<file path="src/rtl/cmla_steer.sv">
module cmla_steer #(
  parameter int VW = 128
) (
  input  logic          clk,
  input  logic          rst_n,
  input  logic          in_valid,
  input  logic [31:0]   insn,
  input  logic          half_en,
  input  logic [VW-1:0] src_a,
  input  logic [VW-1:0] src_b,
  input  logic [VW-1:0] acc,
  output logic          out_valid,
  output logic          out_undef,
  output logic [VW/16-1:0] out_mask,
  output logic [VW-1:0] out_addend,
  output logic [VW-1:0] out_mcand,
  output logic [VW-1:0] out_mplier
);
  localparam int HW = VW / 2;
  localparam int MW = VW / 16;

  logic       q;
  logic [1:0] sz;
  logic [1:0] rot;
  logic       fixed_ok;
  logic       undef;
  logic       unused_fields;

  assign q   = insn[30];
  assign sz  = insn[23:22];
  assign rot = insn[12:11];
  assign unused_fields = ^{insn[20:16], insn[9:0]};

  assign fixed_ok = !insn[31] && insn[29:24] == 6'b101110 && !insn[21] &&
                    insn[15:13] == 3'b110 && insn[10];
  assign undef = !fixed_ok || sz == 2'b00 || (!q && sz == 2'b11) ||
                 (sz == 2'b01 && !half_en);

  for (genvar s = 0; s < 3; s++) begin : g_sz
    localparam int ES = 16 << s;
    localparam int NP = VW / (2 * ES);
    wire [VW-1:0] mc;
    wire [VW-1:0] mp;
    for (genvar p = 0; p < NP; p++) begin : g_pair
      logic [ES-1:0] ar, ai, br, bi, nbr, nbi;
      logic [ES-1:0] mre, mim, pre, pim;
      assign ar  = src_a[(2*p)*ES +: ES];
      assign ai  = src_a[(2*p+1)*ES +: ES];
      assign br  = src_b[(2*p)*ES +: ES];
      assign bi  = src_b[(2*p+1)*ES +: ES];
      assign nbr = {~br[ES-1], br[ES-2:0]};
      assign nbi = {~bi[ES-1], bi[ES-2:0]};
      always_comb begin
        case (rot)
          2'b00:   begin mre = ar; pre = br;  mim = ar; pim = bi;  end
          2'b01:   begin mre = ai; pre = nbi; mim = ai; pim = br;  end
          2'b10:   begin mre = ar; pre = nbr; mim = ar; pim = nbi; end
          default: begin mre = ai; pre = bi;  mim = ai; pim = nbr; end
        endcase
      end
      assign mc[(2*p)*ES +: ES]   = mre;
      assign mc[(2*p+1)*ES +: ES] = mim;
      assign mp[(2*p)*ES +: ES]   = pre;
      assign mp[(2*p+1)*ES +: ES] = pim;
    end
  end

  logic [VW-1:0] wmask, mc_sel, mp_sel;
  logic [MW-1:0] lanes;

  assign wmask = q ? {VW{1'b1}} : {{HW{1'b0}}, {HW{1'b1}}};

  always_comb begin
    case (sz)
      2'b01:   begin mc_sel = g_sz[0].mc; mp_sel = g_sz[0].mp; end
      2'b10:   begin mc_sel = g_sz[1].mc; mp_sel = g_sz[1].mp; end
      default: begin mc_sel = g_sz[2].mc; mp_sel = g_sz[2].mp; end
    endcase
  end

  always_comb begin
    lanes = '0;
    for (int i = 0; i < MW; i++)
      lanes[i] = (i * (16 << (sz - 2'd1))) < (q ? VW : HW);
  end

  always_ff @(posedge clk) begin
    if (!rst_n) begin
      out_valid  <= 1'b0;
      out_undef  <= 1'b0;
      out_mask   <= '0;
      out_addend <= '0;
      out_mcand  <= '0;
      out_mplier <= '0;
    end else begin
      out_valid <= in_valid;
      if (in_valid) begin
        out_undef  <= undef;
        out_mask   <= undef ? '0 : lanes;
        out_addend <= undef ? '0 : (acc & wmask);
        out_mcand  <= undef ? '0 : (mc_sel & wmask);
        out_mplier <= undef ? '0 : (mp_sel & wmask);
      end
    end
  end
endmodule

</file>
<file path="config.mk">
export PLATFORM = sky130hd
export DESIGN_NAME = cmla_steer
export DESIGN_NICKNAME = d
export VERILOG_FILES = /design/src/rtl/cmla_steer.sv
export SDC_FILE = /design/constraint.sdc
export NUM_CORES = 1
export LEC_CHECK = 0
export BUFFER_PORTS_ARGS = -buffer_cell sky130_fd_sc_hd__buf_4
export CORE_AREA = 2 2 316 318
export CTS_CLUSTER_DIAMETER = 200
export CTS_CLUSTER_SIZE = 40
export DETAILED_ROUTE_END_ITERATION = 12
export DIE_AREA = 0 0 318 320
export PLACE_DENSITY = 0.41
export SLEW_MARGIN = 10
export SYNTH_ARGS = -nofsm -noshare
export SYNTH_HDL_FRONTEND = slang
export SYNTH_SLANG_ARGS = --single-unit
</file>
<file path="constraint.sdc">
create_clock -name clk -period 4.7 [get_ports clk]
set_clock_uncertainty 0.1 [all_clocks]
set_input_delay 0.235 -clock clk [delete_from_list [all_inputs] [get_ports clk]]
set_output_delay 0.235 -clock clk [all_outputs]
set_load 0.005 [all_outputs]
</file>
After elaboration in Yosys (flattened, before gate mapping)

Index checks and enable logic that the tools add are counted.

Add/sub/neg operators: 1
Multiply operators: 4
Magnitude comparators: 8
Equality and inequality tests: 7
Shifts and indexed selects: 1
Muxes and demuxes: 29
Bitwise logic cells: 11
Reductions and logical operators: 17

Operators by type and width:

| cell                                                                         | count |
|---|---|
| 128-bit 2-to-1 mux                                                           | 4 |
| 128-bit case mux with 2 select lines                                         | 2 |
| 128-bit bitwise AND                                                          | 3 |
| 16-bit case mux with 3 select lines                                          | 8 |
| 32-bit case mux with 3 select lines                                          | 4 |
| 64-bit case mux with 3 select lines                                          | 2 |
| 32-bit less-than comparator                                                  | 6 |
| 4-bit by 32-bit multiplier with 32-bit output, first input constant          | 2 |
| 16-bit 2-to-1 mux                                                            | 4 |
| 32-bit 2-to-1 mux                                                            | 2 |
| 64-bit 2-to-1 mux                                                            | 1 |
| 1-bit by 32-bit less-than comparator with 1-bit output, first input constant | 1 |
| 32-bit by 9-bit less-than comparator with 1-bit output                       | 1 |
| 3-bit by 32-bit multiplier with 31-bit output, first input constant          | 1 |
| 3-bit by 32-bit multiplier with 32-bit output, first input constant          | 1 |
| 5-bit by 2-bit << shifter with 32-bit output, first input constant           | 1 |
| 8-bit 2-to-1 mux                                                             | 2 |
| 1-bit inverter                                                               | 8 |
| 2-bit equality test, second input constant                                   | 3 |
| 6-bit equality test, second input constant                                   | 1 |
| 1-bit logical AND                                                            | 6 |
| 1-bit zero test                                                              | 5 |
| 2-bit by 1-bit equality test with 1-bit output, second input constant        | 2 |
| 2-bit zero test                                                              | 2 |
| 4 further kinds                                                              | 6 |

Register bits after elaboration: 394
Output and inout bits: 394
Word-level logic and storage cells: 84

Longest topological paths before layout

Gate-level depths: netlist of the first run.

Depth in word-level cells: 10
Mapped depth: 12

Worst setup path before layout of the first run

OpenSTA, ideal clock, no wires.

Kind: input to register
From: input port insn[22]
To: register out_mask[3]
Setup time: 0.065 ns
Arrival: 2.165 ns
Slack: 2.370 ns
Cell stages on the path: 11
Cells stage by stage: inv_1 ha_1 clkbuf_1 inv_1 clkbuf_1 buf_2 buf_1 ha_1 a211oi_1 a21oi_1 nor2b_1

Cells in the longest elaborated chain, start to end: 5
Elaborated cells between the ends (all ways): 13
Classes of those cells: 1 x add/sub; 1 x mul; 1 x order compare; 2 x eq/ne; 1 x shift; 1 x mux; 6 x reduce/logical

RTL lines:

| item                                                                              | line   | source |
|---|---|---|
| start: declaration                                                                | 7      | `input logic [31:0] insn,` |
| 2-bit by 1-bit subtractor with 2-bit output (tied with other cells)               | 84     | `lanes[i] = (i * (16 << (sz - 2'd1))) < (q ? VW : HW);` |
| 5-bit by 2-bit << shifter with 32-bit output (tied with other cells)              | 84     |  |
| 3-bit by 32-bit multiplier with 32-bit output or 1-bit logical OR (tied branches) | 84, 36 |  |
| 32-bit less-than comparator or 1-bit logical OR (tied branches)                   | 84, 36 |  |
| 8-bit 2-to-1 mux (*)                                                              | 99     | `out_mask <= undef ? '0 : lanes;` |
| end signal: assignment                                                            | 99     |  |
| end: declaration                                                                  | 14     | `output logic [VW/16-1:0] out_mask,` |

Every way passes the cells marked *; elsewhere a longest branch is shown, timed or not.
A chain may end at the register's enable or synchronous reset.

==> results.sh, run 1 <==
export IMPL_dpl_cell_area_sq_um=27900
export IMPL_final_hold_violation_count=0
export IMPL_vias_per_cell=4.65
export IMPL_final_max_slew_viol_count=59
export IMPL_yosys_cell_count_top_type="nand2_1"
export IMPL_io_pins=814
export IMPL_grt_max_degree=205
export IMPL_gr_total_overflow=0
export IMPL_die_y_microns=320
export IMPL_place_gp_congestion=0.881
export IMPL_power_density_nw_per_um2=214
export IMPL_violations="max-slew violations"
export IMPL_tritoncts="done"
export IMPL_final_nets=4242
export IMPL_rows=115
export IMPL_syn_area_sq_um=20900
export IMPL_end_kind="flip-flop"
export IMPL_worst_slack_ns=1.45
export IMPL_fmax_ghz=0.308
export IMPL_synth_top_area_share_pct=37.7
export IMPL_post_cts_resize_count=0
export IMPL_area_growth_pct=53.2
export IMPL_avgSynthCellArea_sq_um=7.39
export IMPL_grt_pass1_wl_microns=160000
export IMPL_ys_warn_count=0
export IMPL_drt_iter0_markers=1861
export IMPL_h_tree_depth=1
export IMPL_yosysSeqAreaShare_pct=37.7
export IMPL_grt_pass1_vias=22800
export IMPL_cp_max_fo=204
export IMPL_drive_above_1_share_pct=25.0
export IMPL_core_area_sq_um=98000
export IMPL_worst_pin_slew_ns=1.55
export IMPL_dieArea_sq_um=102000
export IMPL_synthArstFlopShare_pct=0
export IMPL_antenna_found_initial=27
export IMPL_status="finished with violations"
export IMPL_via_count=23800
export IMPL_worstPathArrival_ns=3.68
export IMPL_cts_clk_slew_worst_paths_ns=0.16
export IMPL_wl_microns=112000
export IMPL_fin_area_sq_um=32000
export IMPL_total_power_mw=6.86
export IMPL_portBuffers=798
export IMPL_synth_nets=3266
export IMPL_clock_latency_ns=0.58
export IMPL_leakage_nw=13.4
export IMPL_cts_root_buf="clkbuf_16"
export IMPL_layout_cells_non_filler=5117
export IMPL_initial_utilization_pct=21.3
export IMPL_synth_ff_type="dfxtp_1"
export IMPL_cts_sinks=394
export IMPL_die_w_microns=318
export IMPL_place_ws_ns=1.24
export IMPL_required_ns=5.13
export IMPL_setup_viol=0
export IMPL_drc=0
export IMPL_path_class="in2reg"
export IMPL_fin_setup_tns_ns=0
export IMPL_cap_violations=0
export IMPL_ant_nets=0
export IMPL_irDropWorstVdd_v=0.000247
export IMPL_hold_class="in2reg"
export IMPL_synth_common_cells="580 x nand2_1, 394 x dfxtp_1, 360 x a21oi_1"
export IMPL_fin_crit_sh_pct=69.2
export IMPL_finalCriticalPeriod_ns=3.25
export IMPL_rsz0062_at_grt="false"
export IMPL_yosys_area_top_type="dfxtp_1"
export IMPL_yosys_top_cells_area="dfxtp_1 38%, nand2_1 10%, nor2b_1 9.1%"
export IMPL_dp_hpwl_microns=81300
export IMPL_fin_util_pct=32.7
export IMPL_synth_distinct_cells=44
export IMPL_cts_buffers_inserted=13
export IMPL_first_pass_iters=6
export IMPL_synth_edff_count=0
export IMPL_ys_ff_latch=394
export IMPL_grt_usage_pct=20.8
export IMPL_hold_worst_slack_ns=0.0464
export IMPL_start_kind="input port"
export IMPL_maxSlewHeadroom_pct=-3.40
export IMPL_avgRoutedWirePerCell_microns=21.9
export IMPL_synthesis_instances=2830
export IMPL_clk_path_buf_depth=3
export IMPL_place_inst=4701
==> critical path, cell delays in order <==
cell,delay [ns]
dlygate4sd3_1,0.54
buf_4,0.36
nor2b_4,0.59
buf_12,0.49
nand2_1,0.11
o21ai_0,0.12
dlygate4sd3_1,0.56
==> path summary, 6_finish.rpt <==
kind	startpoint	to	slack (ns)	cells past startpoint
worst max-delay path	rst_n	out_mcand[127]$_SDFFE_PN0P_	1.45	7
worst min-delay path	src_a[117]	out_mcand[117]$_SDFFE_PN0P_	0.05	5
worst max register to register	out_mcand[63]$_SDFFE_PN0P_	out_mcand[63]$_SDFFE_PN0P_	3.28	5
worst min register to register	out_mplier[119]$_SDFFE_PN0P_	out_mplier[119]$_SDFFE_PN0P_	0.37	2
==> routing by layer <==
| metal | vias to the layer above | wire [microns] | track usage (%) |
|---|---|---|---|
| li1 | 11700 | - | - |
| met3 | 138 | 7790 | 4.84 |
| met4 | 16 | 4130 | 7.28 |
| met2 | 864 | 52700 | 34.4 |
| met5 | - | 105 | 0 |
| met1 | 11100 | 47100 | 26.4 |
==> what timing repair did <==
action                    in CTS  in global routing
buffers inserted               0                  0
hold endpoints to repair     371                  0
hold buffers                 377                  0
==> cell type report <==
class,instances,area [sq um]
multi-input combinational,2168,12000
timing repair buffer,1201,10000
tap,1287,1610
clock buffer,14,329
fill,10600,65900
clock inverter,1,7.51
antenna,24,60.1
sequential,394,7890
inverter,28,115
==> sequential cells by signal (all words and copies together), names as in the netlist <==
signal / cells
out_mcand: 128
out_mplier: 128
out_addend: 128
out_undef: 1
out_valid: 1
out_mask: 8
==> placed cells by master (no fill, tap or decap), types with 2 or more instances in the layout <==
cell	instances
nor3_1	114
clkbuf_16	13
a21boi_0	5
o21ai_0	303
a21oi_1	360
inv_1	26
a211o_1	33
buf_4	818
ha_4	3
diode_2	24
xor2_1	2
nand3_1	6
and2_1	37
dfxtp_1	394
a211oi_1	3
inv_6	2
ha_1	13
a22oi_1	8
or3_1	2
o31ai_1	8
buf_12	5
nand2b_1	7
dlygate4sd3_1	377
mux2i_1	8
nor2b_1	304
a221oi_1	116
nand4_1	2
o21ai_1	2
mux2_2	94
nor3_4	2
xnor2_1	12
nand2_1	579
nor2_1	128
==> power breakdown <==
part	switching, mW	internal [mW]	leakage, nW
Clock	1.18	0.514	0.162
Combinational	0.995	0.825	10.1
Sequential	0.000450	3.34	3.17
==> cell families after synthesis <==
kind of cell    Yosys count  share of synthesized area (%)
simple gates           1193                           26.8
flops                   394                           37.7
compound gates          843                           23.2
xor+xnor                 14                          0.586
fa+ha+maj                16                          0.957
buf+inv                 268                           5.20
mux                     102                           5.44
Note: power is estimated with default switching activity, not from simulation.
==> run 2: changes to the inputs <==
clock period = 3.06 ns   (was 4.7 ns; I/O delays follow)
==> run 2 against run 1 <==
Compared with the run above: the flow now finishes without violations; register-to-register slack got worse by 1.7 ns; routed wire length grew 1.1%; critical path depth rose by 5; final area is 3.8% higher; largest power group unchanged.
==> results.sh, run 2 (synthesis gave the netlist of run 1 again) <==
export IMPL_status="finished clean"
export IMPL_hold_class="in2reg"
export IMPL_grt_usage_pct=20.9
export IMPL_finalCriticalPeriod_ns=2.77
export IMPL_setup_viol=0
export IMPL_total_power_mw=10.8
export IMPL_gr_total_overflow=0
export IMPL_regToRegSetupSlack_ns=1.62
export IMPL_path_class="in2reg"
export IMPL_leakage_nw=13.9
export IMPL_wl_met1_microns=48200
export IMPL_fin_setup_tns_ns=0
export IMPL_grt_max_degree=202
export IMPL_cp_max_fo=114
export IMPL_clk_path_buf_depth=3
export IMPL_wl_microns=113000
export IMPL_top_layer_used="met5"
export IMPL_hold_start="src_a[14]"
export IMPL_route_met3_wl_microns=7610
export IMPL_cts_clk_slew_worst_paths_ns=0.17
export IMPL_mostFrequentLayoutCells="820 x buf_4, 579 x nand2_1, 469 x dlygate4sd3_1"
export IMPL_h_tree_depth=1
export IMPL_core_area_sq_um=98000
export IMPL_cts_buffers_inserted=13
export IMPL_tritoncts="done"
export IMPL_final_common_cell="buf_4"
export IMPL_cts_sinks=394
export IMPL_required_ns=3.51
export IMPL_reg_top3="out_addend (128), out_mcand (128), out_mplier (128)"
export IMPL_dieArea_sq_um=102000
export IMPL_io_pins=814
export IMPL_rsz0062_at_grt="false"
export IMPL_fillers=10600
export IMPL_hold_worst_slack_ns=0.0289
export IMPL_rr_startpoint="out_mcand[63]$_SDFFE_PN0P_"
export IMPL_fin_crit_sh_pct=90.4
export IMPL_drc=0
export IMPL_drive_above_1_share_pct=24.7
export IMPL_cts_root_buf="clkbuf_16"
export IMPL_die_w_microns=318
export IMPL_die_y_microns=320
export IMPL_final_max_slew_viol_count=0
export IMPL_dr_wl_met2_microns=52500
export IMPL_cts_setup_buffers=0
export IMPL_grt_pass1_wl_microns=162000
export IMPL_final_nets=4350
export IMPL_worstPathArrival_ns=3.21
export IMPL_drt_iter0_markers=1858
export IMPL_final_hold_violation_count=0
export IMPL_vias_per_cell=4.68
export IMPL_clock_latency_ns=0.59
export IMPL_portBuffers=798
export IMPL_cap_violations=0
export IMPL_worst_pin_slew_ns=1.20
export IMPL_place_gp_congestion=0.891
export IMPL_start_kind="input port"
export IMPL_maxSlewHeadroom_pct=20.1
export IMPL_ant_nets=0
export IMPL_end_kind="flip-flop"
export IMPL_power_density_nw_per_um2=326
export IMPL_initial_utilization_pct=21.3
export IMPL_fin_util_pct=33.9
export IMPL_fmax_ghz=0.361
export IMPL_antenna_found_initial=27
export IMPL_grt_pass1_vias=23300
export IMPL_post_cts_resize_count=0
export IMPL_via_count=24400
export IMPL_avgRoutedWirePerCell_microns=21.7
export IMPL_dp_hpwl_microns=82200
export IMPL_irDropWorstVdd_v=0.000340
export IMPL_area_growth_pct=59.0
export IMPL_crit_start="insn[22]"
export IMPL_rows=115
export IMPL_first_pass_iters=7
## run 2: cell count changes in the layout (fill, tap and decap cells not counted)
cell and change:
buf_12 +14, buf_4 +2, clkbuf_1 -1, clkinv_4 +1, clkinvlp_4 -1, diode_2 -3, dlygate4sd3_1 +92, inv_6 +1
## run 2: critical path, stage by stage
cell	delay, ns
buf_4	0.15
inv_1	0.20
ha_4	0.28
inv_6	0.06
buf_12	0.40
buf_4	0.39
a21oi_1	0.11
nand2_1	0.11
nand3_1	0.07
dlygate4sd3_1	0.56
o21ai_0	0.13
dlygate4sd3_1	0.57
## run 2: worst paths after layout
check | to | cells after the start
setup / recovery | out_mcand[127]$_SDFFE_PN0P_ | 12
setup reg to reg | out_mcand[63]$_SDFFE_PN0P_ | 5
hold reg to reg | out_mplier[119]$_SDFFE_PN0P_ | 2
hold / removal | out_mcand[46]$_SDFFE_PN0P_ | 6
## run 2: report_power, final
part | switching, mW | internal, mW | total [mW]
clock network | 1.85 | 0.792 | 2.64
registers | 0.000692 | 5.14 | 5.14
logic | 1.57 | 1.48 | 3.06
total | 3.42 | 7.41 | 10.8
## run 2: what timing repair did
action	CTS	global route
hold endpoints to repair	387	0
hold buffers	469	0
endpoints found under the setup margin	0	0
## run 2: cell type report
type	instances	area [sq um]	area share [%]
clock buffers	13	325	0.978
multi-input cells	2168	12000	36.1
well taps	1287	1610	4.84
clock inverters	2	17.5	0.0527
repair buffers	1309	11200	33.8
diodes	21	52.6	0.158
inverters	28	115	0.346
flip-flops and latches	394	7890	23.7
## run 2: per-layer routing
| layer | up-vias | GRT usage [%] |
|---|---|---|
| li1 | 11900 | - |
| met1 | 11400 | 26.8 |
| met2 | 945 | 34.5 |
| met3 | 163 | 4.32 |
| met4 | 14 | 8.13 |
| met5 | - | 0 |
## run 2: stage by stage
step           std cells  setup slack, ns  cell area, sq um
2_1_floorplan       2830            0.812             20900
3_3_place_gp        4717            0.438             28200
3_5_place_dp        4717            0.462             28200
4_1_cts             5201            0.362             33200
5_1_grt             5218            0.212             33300
6_report            5222            0.293             33300
